### src/rtl/dma_pkg.sv
package dma_pkg;

  typedef struct packed {
    logic cascade;
    logic autoinit;
    logic decr;
    logic to_dev;
  } chan_mode_t;

  localparam logic [4:0] PORT_STATUS     = 5'h08;
  localparam logic [4:0] PORT_MASK_ONE   = 5'h09;
  localparam logic [4:0] PORT_MODE       = 5'h0A;
  localparam logic [4:0] PORT_PTR_CLR    = 5'h0B;
  localparam logic [4:0] PORT_MCLR       = 5'h0C;
  localparam logic [4:0] PORT_UNMASK_ALL = 5'h0D;
  localparam logic [4:0] PORT_MASK_ALL   = 5'h0E;
  localparam logic [4:0] PORT_PAGE_BASE  = 5'h10;

  function automatic chan_mode_t decode_mode(input logic [7:0] d);
    chan_mode_t m;
    m.cascade  = (d[7:6] == 2'b11);
    m.autoinit = d[4];
    m.decr     = d[5];
    m.to_dev   = (d[3:2] == 2'b10);
    return m;
  endfunction

endpackage

### src/rtl/dma_arb.sv
module dma_arb #(
  parameter int N = 4
) (
  input  logic [N-1:0] req,
  input  logic         en,
  output logic [N-1:0] gnt
);

  always_comb begin
    gnt = '0;
    for (int i = N - 1; i >= 0; i--) begin
      if (en && req[i]) begin
        gnt    = '0;
        gnt[i] = 1'b1;
      end
    end
  end

endmodule

### src/rtl/dma_chan.sv
module dma_chan
  import dma_pkg::*;
#(
  parameter int AW = 16,
  parameter int PW = 8
) (
  input  logic          clk,
  input  logic          rst_n,
  input  logic          mclr,
  input  logic          wr_addr_lo,
  input  logic          wr_addr_hi,
  input  logic          wr_cnt_lo,
  input  logic          wr_cnt_hi,
  input  logic          wr_page,
  input  logic          wr_mode,
  input  logic [7:0]    wdata,
  input  chan_mode_t    mode_in,
  input  logic          mask_set,
  input  logic          mask_clr,
  input  logic          step,
  output logic [AW-1:0] cur_addr,
  output logic [AW-1:0] cur_cnt,
  output logic [PW-1:0] page,
  output chan_mode_t    mode,
  output logic          masked,
  output logic          tc_hit
);

  localparam int HB = AW - 8;
  localparam logic [AW-1:0] ONE = AW'(1);

  logic [AW-1:0] addr_q, addr_d, cnt_q, cnt_d;
  logic [AW-1:0] base_addr_q, base_addr_d, base_cnt_q, base_cnt_d;
  logic [PW-1:0] page_q, page_d;
  chan_mode_t    mode_q, mode_d;
  logic          mask_q, mask_d;

  assign tc_hit = step && (cnt_q == '0);

  always_comb begin
    addr_d      = addr_q;
    cnt_d       = cnt_q;
    base_addr_d = base_addr_q;
    base_cnt_d  = base_cnt_q;
    page_d      = page_q;
    if (step) begin
      if (tc_hit && mode_q.autoinit) begin
        addr_d = base_addr_q;
        cnt_d  = base_cnt_q;
      end else begin
        addr_d = mode_q.decr ? addr_q - ONE : addr_q + ONE;
        cnt_d  = cnt_q - ONE;
      end
    end
    if (wr_addr_lo) begin
      base_addr_d[7:0] = wdata;
      addr_d[7:0]      = wdata;
    end
    if (wr_addr_hi) begin
      base_addr_d[AW-1:8] = wdata[HB-1:0];
      addr_d[AW-1:8]      = wdata[HB-1:0];
    end
    if (wr_cnt_lo) begin
      base_cnt_d[7:0] = wdata;
      cnt_d[7:0]      = wdata;
    end
    if (wr_cnt_hi) begin
      base_cnt_d[AW-1:8] = wdata[HB-1:0];
      cnt_d[AW-1:8]      = wdata[HB-1:0];
    end
    if (wr_page) page_d = wdata[PW-1:0];
    if (mclr)         mode_d = '0;
    else if (wr_mode) mode_d = mode_in;
    else              mode_d = mode_q;
    if (mclr || mask_set)                 mask_d = 1'b1;
    else if (mask_clr)                    mask_d = 1'b0;
    else if (tc_hit && !mode_q.autoinit)  mask_d = 1'b1;
    else                                  mask_d = mask_q;
  end

  always_ff @(posedge clk or negedge rst_n) begin
    if (!rst_n) begin
      addr_q      <= '0;
      cnt_q       <= '0;
      base_addr_q <= '0;
      base_cnt_q  <= '0;
      page_q      <= '0;
      mode_q      <= '0;
      mask_q      <= 1'b1;
    end else begin
      addr_q      <= addr_d;
      cnt_q       <= cnt_d;
      base_addr_q <= base_addr_d;
      base_cnt_q  <= base_cnt_d;
      page_q      <= page_d;
      mode_q      <= mode_d;
      mask_q      <= mask_d;
    end
  end

  assign cur_addr = addr_q;
  assign cur_cnt  = cnt_q;
  assign page     = page_q;
  assign mode     = mode_q;
  assign masked   = mask_q;

  logic wr_cnt_any, wr_any;
  assign wr_cnt_any = wr_cnt_lo || wr_cnt_hi;
  assign wr_any     = wr_cnt_any || wr_addr_lo || wr_addr_hi;

  // a non-terminal step lowers the count by exactly one
  assert_count_step_R3: assert property (@(posedge clk) disable iff (!rst_n)
    (step && cnt_q != '0 && !wr_cnt_any) |=> (cnt_q == $past(cnt_q) - ONE));

  // terminal grant without reload masks the channel
  assert_tc_mask_R9: assert property (@(posedge clk) disable iff (!rst_n)
    (step && cnt_q == '0 && !mode_q.autoinit && !mask_clr) |=> mask_q);

  // terminal grant with reload restores the programmed values
  assert_reload_R10: assert property (@(posedge clk) disable iff (!rst_n)
    (step && cnt_q == '0 && mode_q.autoinit && !wr_any)
      |=> (cnt_q == $past(base_cnt_q) && addr_q == $past(base_addr_q) && !mask_q));

  // page only changes through its own port
  assert_page_hold_R6: assert property (@(posedge clk) disable iff (!rst_n)
    (!wr_page) |=> (page_q == $past(page_q)));

endmodule

### src/rtl/dma_core.sv
module dma_core
  import dma_pkg::*;
#(
  parameter int NCH = 4,
  parameter int AW  = 16,
  parameter int PW  = 8
) (
  input  logic             clk,
  input  logic             rst_n,
  input  logic             hwr,
  input  logic             hrd,
  input  logic [4:0]       haddr,
  input  logic [7:0]       hwdata,
  output logic [7:0]       hrdata,
  input  logic [NCH-1:0]   dreq,
  output logic [NCH-1:0]   dack,
  output logic [AW+PW-1:0] mem_addr,
  output logic             addr_valid,
  output logic             mem_to_dev,
  output logic             eop
);

  localparam int CW  = $clog2(NCH);
  localparam int MAW = AW + PW;

  // host decode
  logic          chan_port, is_cnt, mclr, ptr_clr, status_rd;
  logic [CW-1:0] acc_ch;
  assign chan_port = (haddr < 5'(2 * NCH));
  assign is_cnt    = haddr[0];
  assign acc_ch    = haddr[CW:1];
  assign mclr      = hwr && (haddr == PORT_MCLR);
  assign ptr_clr   = hwr && (haddr == PORT_PTR_CLR);
  assign status_rd = hrd && (haddr == PORT_STATUS);

  logic ff_q, ff_d;
  logic [NCH-1:0] tc_q, tc_d;
  logic [NCH-1:0] dack_q, dack_d;
  logic [MAW-1:0] maddr_q, maddr_d;
  logic valid_q, valid_d, eop_q, eop_d, dir_q, dir_d;

  logic [AW-1:0]  ch_addr [NCH];
  logic [AW-1:0]  ch_cnt  [NCH];
  logic [PW-1:0]  ch_page [NCH];
  chan_mode_t     ch_mode [NCH];
  logic [NCH-1:0] ch_mask, ch_tc, ch_casc, step, gnt, req_ok;
  chan_mode_t     mode_in;

  assign mode_in = decode_mode(hwdata);
  assign req_ok  = dreq & ~ch_mask;

  dma_arb #(.N(NCH)) u_arb (.req(req_ok), .en(dack_q == '0), .gnt(gnt));

  for (genvar i = 0; i < NCH; i++) begin : g_ch
    logic sel, wr_ch, msel;
    assign sel   = (acc_ch == CW'(i));
    assign wr_ch = hwr && chan_port && sel;
    assign msel  = (hwdata[CW-1:0] == CW'(i));
    assign ch_casc[i] = ch_mode[i].cascade;
    assign step[i]    = gnt[i] && !ch_mode[i].cascade;

    dma_chan #(.AW(AW), .PW(PW)) u_chan (
      .clk       (clk),
      .rst_n     (rst_n),
      .mclr      (mclr),
      .wr_addr_lo(wr_ch && !is_cnt && !ff_q),
      .wr_addr_hi(wr_ch && !is_cnt &&  ff_q),
      .wr_cnt_lo (wr_ch &&  is_cnt && !ff_q),
      .wr_cnt_hi (wr_ch &&  is_cnt &&  ff_q),
      .wr_page   (hwr && (haddr == PORT_PAGE_BASE + 5'(i))),
      .wr_mode   (hwr && (haddr == PORT_MODE) && msel),
      .wdata     (hwdata),
      .mode_in   (mode_in),
      .mask_set  (hwr && (((haddr == PORT_MASK_ONE) && msel && hwdata[2]) ||
                          ((haddr == PORT_MASK_ALL) && hwdata[i]))),
      .mask_clr  (hwr && (((haddr == PORT_MASK_ONE) && msel && !hwdata[2]) ||
                          (haddr == PORT_UNMASK_ALL) ||
                          ((haddr == PORT_MASK_ALL) && !hwdata[i]))),
      .step      (step[i]),
      .cur_addr  (ch_addr[i]),
      .cur_cnt   (ch_cnt[i]),
      .page      (ch_page[i]),
      .mode      (ch_mode[i]),
      .masked    (ch_mask[i]),
      .tc_hit    (ch_tc[i])
    );
  end

  // read mux
  logic [AW-1:0] rd_word;
  always_comb begin
    rd_word = is_cnt ? ch_cnt[acc_ch] : ch_addr[acc_ch];
    hrdata  = '0;
    if (chan_port)                  hrdata = ff_q ? rd_word[AW-1:8] : rd_word[7:0];
    else if (haddr == PORT_STATUS)  hrdata = {dreq, tc_q};
    else begin
      for (int i = 0; i < NCH; i++)
        if (haddr == PORT_PAGE_BASE + 5'(i)) hrdata = ch_page[i];
    end
  end

  // winner data
  logic [MAW-1:0] win_addr;
  logic           win_dir;
  always_comb begin
    win_addr = maddr_q;
    win_dir  = dir_q;
    for (int i = 0; i < NCH; i++) begin
      if (gnt[i]) begin
        win_addr = {ch_page[i], ch_addr[i]};
        win_dir  = ch_mode[i].to_dev;
      end
    end
  end

  // next state
  always_comb begin
    if (mclr || ptr_clr)                 ff_d = 1'b0;
    else if (chan_port && (hwr || hrd))  ff_d = !ff_q;
    else                                 ff_d = ff_q;
    tc_d    = mclr ? '0 : ((status_rd ? '0 : tc_q) | ch_tc);
    dack_d  = gnt;
    valid_d = |(gnt & ~ch_casc);
    eop_d   = |ch_tc;
    maddr_d = win_addr;
    dir_d   = win_dir;
  end

  always_ff @(posedge clk or negedge rst_n) begin
    if (!rst_n) begin
      ff_q    <= 1'b0;
      tc_q    <= '0;
      dack_q  <= '0;
      maddr_q <= '0;
      valid_q <= 1'b0;
      eop_q   <= 1'b0;
      dir_q   <= 1'b0;
    end else begin
      ff_q    <= ff_d;
      tc_q    <= tc_d;
      dack_q  <= dack_d;
      valid_q <= valid_d;
      eop_q   <= eop_d;
      if (|gnt) begin
        maddr_q <= maddr_d;
        dir_q   <= dir_d;
      end
    end
  end

  assign dack       = dack_q;
  assign mem_addr   = maddr_q;
  assign addr_valid = valid_q;
  assign mem_to_dev = dir_q;
  assign eop        = eop_q;

  assert_onehot_dack_R7: assert property (@(posedge clk) disable iff (!rst_n)
    $onehot0(dack_q));

  assert_grant_gap_R7: assert property (@(posedge clk) disable iff (!rst_n)
    (dack_q != '0) |=> (dack_q == '0));

  assert_grant_requested_R7: assert property (@(posedge clk) disable iff (!rst_n)
    (dack_q != '0) |-> ((dack_q & ~$past(req_ok)) == '0));

  assert_lowest_wins_R8: assert property (@(posedge clk) disable iff (!rst_n)
    (dack_q != '0) |-> (($past(req_ok) & (dack_q - NCH'(1))) == '0));

  assert_eop_driven_R9: assert property (@(posedge clk) disable iff (!rst_n)
    eop_q |-> (valid_q && dack_q != '0));

endmodule

### config.mk
export PLATFORM = sky130hd
export DESIGN_NAME = dma_core
export DESIGN_NICKNAME = d
export VERILOG_FILES = /design/src/rtl/dma_pkg.sv /design/src/rtl/dma_arb.sv /design/src/rtl/dma_chan.sv /design/src/rtl/dma_core.sv
export SDC_FILE = /design/constraint.sdc
export NUM_CORES = 1
export LEC_CHECK = 0
export BUFFER_PORTS_ARGS = -buffer_cell sky130_fd_sc_hd__buf_2
export CAP_MARGIN = 10
export CORE_ASPECT_RATIO = 0.5
export CORE_UTILIZATION = 40
export CTS_CLUSTER_SIZE = 20
export DETAILED_ROUTE_END_ITERATION = 10
export GPL_TIMING_DRIVEN = 0
export PLACE_DENSITY = 0.64
export SLEW_MARGIN = 20
export SYNTH_ARGS = -nofsm -noshare
export SYNTH_HDL_FRONTEND = slang
export SYNTH_SLANG_ARGS = --single-unit
### constraint.sdc
create_clock -name clk -period 4.15 [get_ports clk]
set_input_delay 0.83 -clock clk [delete_from_list [all_inputs] [get_ports clk]]
set_output_delay 0.83 -clock clk [all_outputs]
set_load 0.02 [all_outputs]
== Word level (Yosys, flattened, before mapping) ==
Cells that the tools add are included.

* Register bits after elaboration: 344
* Word-level logic and storage cells: 347

* Add/subtract/negate cells: 12
* Magnitude comparators: 2
* Equality and inequality tests: 19
* Muxes and demuxes: 86
* Bitwise gates (word level): 6
* Reduce and logical (&&, ||, !) cells: 159

{| class="wikitable"
|+ Operators with widths
! kind !! number
|-
| 16-bit 2-to-1 mux || 25
|-
| 8-bit 2-to-1 mux || 23
|-
| 16-bit by 1-bit subtractor with 16-bit output, second input constant || 8
|-
| 24-bit 2-to-1 mux || 4
|-
| 1-bit logical AND || 90
|-
| 16-bit by 1-bit adder with 16-bit output, second input constant || 4
|-
| 16-bit binary-select mux with 2-bit select || 2
|-
| 16-bit zero test || 4
|-
| 4-bit 2-to-1 mux || 14
|-
| 2-bit nonzero test || 21
|-
| 5-bit by 4-bit == test with 1-bit output, second input constant || 7
|-
| 5-bit == test, second input constant || 4
|-
| 1-bit logical OR || 18
|-
| 1-bit 2-to-1 mux || 18
|-
| 1-bit zero test || 14
|-
| 2-bit == test, second input constant || 6
|-
| 3-bit nonzero test || 4
|-
| 4-bit OR reduction || 3
|-
| 4-bit bitwise AND || 2
|-
| 4-bit NOT || 2
|-
| 5-bit by 4-bit less-than comparator with 1-bit output, second input constant || 1
|-
| 2-bit by 1-bit == test with 1-bit output, second input constant || 2
|-
| 2-bit zero test || 2
|-
| 4-bit zero test || 1
|-
| 5 further kinds || 5
|}

== Longest topological paths before layout ==
* Depth in word-level cells: 13
* Mapped depth: 12
* Depth with buffers taken out: 10

== Hierarchy ==
A second synthesis with hierarchy kept.

* Cell total of the unflattened synthesis: 2307
* Area total of the unflattened synthesis: 21465.6 µm²

{| class="wikitable"
|+ By module, submodules not included
! module !! times used !! cells an instance !! area each (µm²) !! sequential area each (µm²)
|-
| dma_chan (g_ch[0].u_chan ...) || 2 || 455 || 4349.2 || 1928.1
|-
| dma_chan (g_ch[2].u_chan ...) || 2 || 465 || 4330.4 || 1928.1
|-
| dma_core || 1 || 461 || 4046.4 || 900.9
|-
| dma_arb || 1 || 6 || 60.1 || 0.0
|}

== Least setup slack after synthesis ==
OpenSTA, ideal clock, no wires.

* Kind: input to output
* Start: in haddr[1]
* End: out hrdata[4]
* Arrival time: 3.058 ns
* Data required time: 3.320 ns
* Slack: 0.262 ns
* Stages on the path: 7
* Path buffers: 3
* Cell sequence: buf_2 -> buf_2 -> buf_1 -> mux4_2 -> mux4_2 -> nand2_1 -> nand2_1

* Cells in the longest elaborated chain, start to end: 7

{| class="wikitable"
|+ Ends and longest elaborated chain
! element !! RTL line !! RTL
|-
| start: declaration || dma_core.sv:12 || <nowiki>input logic [4:0] haddr,</nowiki>
|-
| 5-bit == test / 2-bit NOT with 3-bit output (equally long branches) || dma_core.sv:98, dma_core.sv:92 ||
|-
| 8-bit 2-to-1 mux / 16-bit binary-select mux with 2-bit select (equally long branches) || dma_core.sv:98, dma_core.sv:92 ||
|-
| 8-bit 2-to-1 mux / 16-bit 2-to-1 mux (equally long branches) (3 in series) || dma_core.sv:98, dma_core.sv:92 ||
|-
| 8-bit 2-to-1 mux, on equally long branches || dma_core.sv:95, dma_core.sv:94 ||
|-
| 8-bit 2-to-1 mux * || dma_core.sv:94 || <nowiki>if (chan_port) hrdata = ff_q ? rd_word[AW-1:8] : rd_word[7:0];</nowiki>
|-
| end: declaration || dma_core.sv:14 || <nowiki>output logic [7:0] hrdata,</nowiki>
|}

Mark *: on every way between the ends. The rest lies on a longest branch, timed or not. The select of a mux whose other input is x is not followed.

== Worst setup path in the final report ==
* Start: in haddr[2]
* End: out hrdata[5]

The elaborated chain is that of the path after synthesis.

==> flow_metrics.py <==
metrics = {
    "run_status": {
        "status": "complete, but fails checks",
        "failed_checks": "DRC",
    },
    "floorplan": {
        "fp.dieH_um": 162,
        "io_pins": 60,
        "die-width_um": 322,
        "fp.dieArea_mm2": 0.0521,
        "design.core.area_mm2": 0.0504,
        "rows": 58,
        "start_util": 0.406,
    },
    "global_routing": {
        "met1_usage": 0.430,
        "groute.usage.overall": 0.301,
        "use_met3": 0.0905,
        "use_met2": 0.429,
        "antenna_found_initial": 1,
        "grt_max_degree": 92,
        "busiest_layer": "met1",
        "grt_pass1_wl_um": 117000,
        "grt_pass1_vias": 18500,
        "overflow": 0,
    },
    "timing": {
        "setup_ws_ns": 0.0264,
        "worstMarginPinSlew_ns": 1.19,
        "slew_viol_final": 0,
        "rsz0062_at_grt": "no",
        "setup_viol": 0,
        "fin_tns_setup_ns": 0,
        "period_share": 0.994,
        "relSlewSlack": 0.205,
        "fmax_mhz": 243,
        "layout_min_cycle_time_ns": 4.12,
        "final-hold-violation-count": 0,
        "finalClockSkew_ns": 0.0231,
    },
    "worst_setup_path": {
        "crit_path_end_kind": "primary output",
        "start_kind": "input port",
        "cp_max_fo": 10,
        "r2r_slack_ns": 0.31,
        "cp_data_required_time_ns": 3.32,
        "crit_type": "in -> out",
        "cp.arrival_ns": 3.29,
    },
    "logic_synthesis": {
        "yosysSeqAreaShare": 0.421,
        "async_flop_share": 1.00,
        "synth_ff_type": "dfrtp_1",
        "ys_types": 68,
        "synth_warnings": 0,
        "synthTopCellsByCount": "585 x nand2_1, 340 x dfrtp_1, 207 x nor2_1",
        "synth.top_cell.area_share": 0.416,
        "syn-cell-area_mm2": 0.0205,
        "synth_most_common_cell": "nand2_1",
        "synth_fp_nets": 2490,
        "synth_edf_count": 0,
        "avgSynthCellArea_um2": 8.52,
        "synth_area_leader_cell": "dfrtp_1",
        "synthCells": 2401,
        "ys_ff_latch": 344,
        "synth.area.top_cells": "dfrtp_1 42%, nand2_1 11%, mux4_2 5.3%, a21oi_1 4.6%, o21ai_0 4.3%",
    },
    "power_and_ir_drop": {
        "p_leak_nw": 10.4,
        "ir_worst_vdd_mv": 0.313,
        "power_density_mw_per_mm2": 614,
        "p_total_mw": 14.1,
    },
    "routing": {
        "via_per_inst": 6.12,
        "drt_iter0_drc": 2628,
        "wl_per_cell_um": 24.3,
        "firstDrtPassIters": 9,
        "wirelength_um": 78200,
        "vias": 19700,
        "drc": 1,
        "ant_nets": 0,
    },
    "finish": {
        "antennaDiodeCount": 0,
        "layout-drive-gt1-share": 0.0948,
        "fin_cells": 3210,
        "postLayoutCoreUtil": 0.455,
        "syn_to_final_growth_pct": 12.1,
        "fillers": 4973,
        "final_nets": 2587,
    },
    "placement": {
        "numPortBuffers": 54,
        "gp_congestion": 1.04,
        "place_inst": 3149,
        "dp_slack_ns": -0.368,
        "dp_hpwl_um": 57500,
    },
    "clock_network": {
        "cts_buffers": 36,
        "clockRootBuffer": "clkbuf_16",
        "cts_tree": "built",
        "htreeDepth": 2,
        "insertion_delay_ns": 0.54,
        "cts_setup_buffers": 0,
        "cts_sinks": 344,
        "clk_pin_slew_ns": 0.06,
        "cts_buffer_depth": 3,
    },
    "hold_path": {
        "hold_path.class": "in -> async",
    },
    "run": {
        "drv_cap": 0,
    },
}
[report_power, final]
group	leakage, nW	switching [mW]	internal, mW
Combinational	5.41	2.72	2.00
Clock	0.577	1.44	1.96
Sequential	4.41	1.64	4.31
[flip-flops by register name (all words and copies together) (netlist names)]
signal and count:
mem_addr 24, g_ch.u_chan.base_addr_q 64, eop 1, ff_q 1, g_ch.u_chan.mode 16, mem_to_dev 1, addr_valid 1, g_ch.u_chan.page 32
dack 4, g_ch.u_chan.cur_addr 64, tc_q 4, g_ch.u_chan.masked 4, g_ch.u_chan.cur_cnt 64, g_ch.u_chan.base_cnt_q 64
[through the flow]
step,cell area [um^2],hold slack [ns]
floorplan,20500,0.434
global placement,21600,0.451
detailed placement,21700,0.458
CTS,22900,0.187
global route,22900,0.201
finish,22900,0.181
[final timing paths]
path	start	end	cells past startpoint
worst max-delay path	haddr[2]	hrdata[5]	8
worst min-delay path	rst_n	g_ch[0].u_chan.cur_addr[11]	1
worst max register to register	g_ch[0].u_chan.masked	g_ch[1].u_chan.cur_cnt[15]	10
worst min register to register	g_ch[2].u_chan.base_addr_q[5]	g_ch[2].u_chan.base_addr_q[5]	2
max in group asynchronous	rst_n	g_ch[3].u_chan.base_cnt_q[6]	4
min in group clk	g_ch[2].u_chan.base_addr_q[5]	g_ch[2].u_chan.base_addr_q[5]	2
[cell type report]
cell class | instances | area [um^2] | share of cell area
buffer | 144 | 591 | 0.0258
timing repair buffer | 59 | 402 | 0.0175
inverter | 43 | 161 | 0.00704
tap | 690 | 863 | 0.0377
multi-input combinational | 1870 | 11100 | 0.485
clock buffer | 53 | 1070 | 0.0465
clock inverter | 7 | 113 | 0.00491
sequential | 344 | 8610 | 0.376
[cell usage in the layout, fill, tap and decap left out, drive strengths merged, types with 29 or more instances in the layout]
master / n
o21ai: 209
a21oi: 190
dfrtp: 340
inv: 43
o22ai: 34
ha: 64
mux4: 48
xnor2: 29
mux2: 34
nor2: 207
nand3: 44
nor3: 60
buf: 89
nand2: 585
clkbuf: 167
[layer usage]
layer  vias up  part of all wire
li1       8701                 -
met5         -                 0
met3       168              0.13
met2      1106              0.41
met1      9686              0.42
met4         0             0.038
[kinds of logic (layout without fill, tap and decap cells)]
logic type | Yosys count | after routing | synth area share
AO/OA/AOI/OAI | 634 | 634 | 0.185
adder cells (fa/ha/maj) | 68 | 68 | 0.0431
flip-flops | 344 | 344 | 0.421
multiplexers | 99 | 99 | 0.0799
AND/OR/NAND/NOR | 1016 | 1016 | 0.212
XOR/XNOR | 53 | 53 | 0.0227
buffers and inverters | 187 | 306 | 0.0358
[worst max-delay path: stages]
cell	delay (ns)
clkbuf_1	0.38
buf_2	0.37
clkbuf_2	0.36
mux4_2	0.41
mux4_2	0.51
nand2_1	0.17
nand2_1	0.09
buf_2	0.17
[repair_timing]
item                       4_1_cts  5_1_grt
gates resized for setup         10        4
setup endpoints to repair        8        8
hold buffers                     0        0
Note: power is estimated with default switching activity, not from simulation.
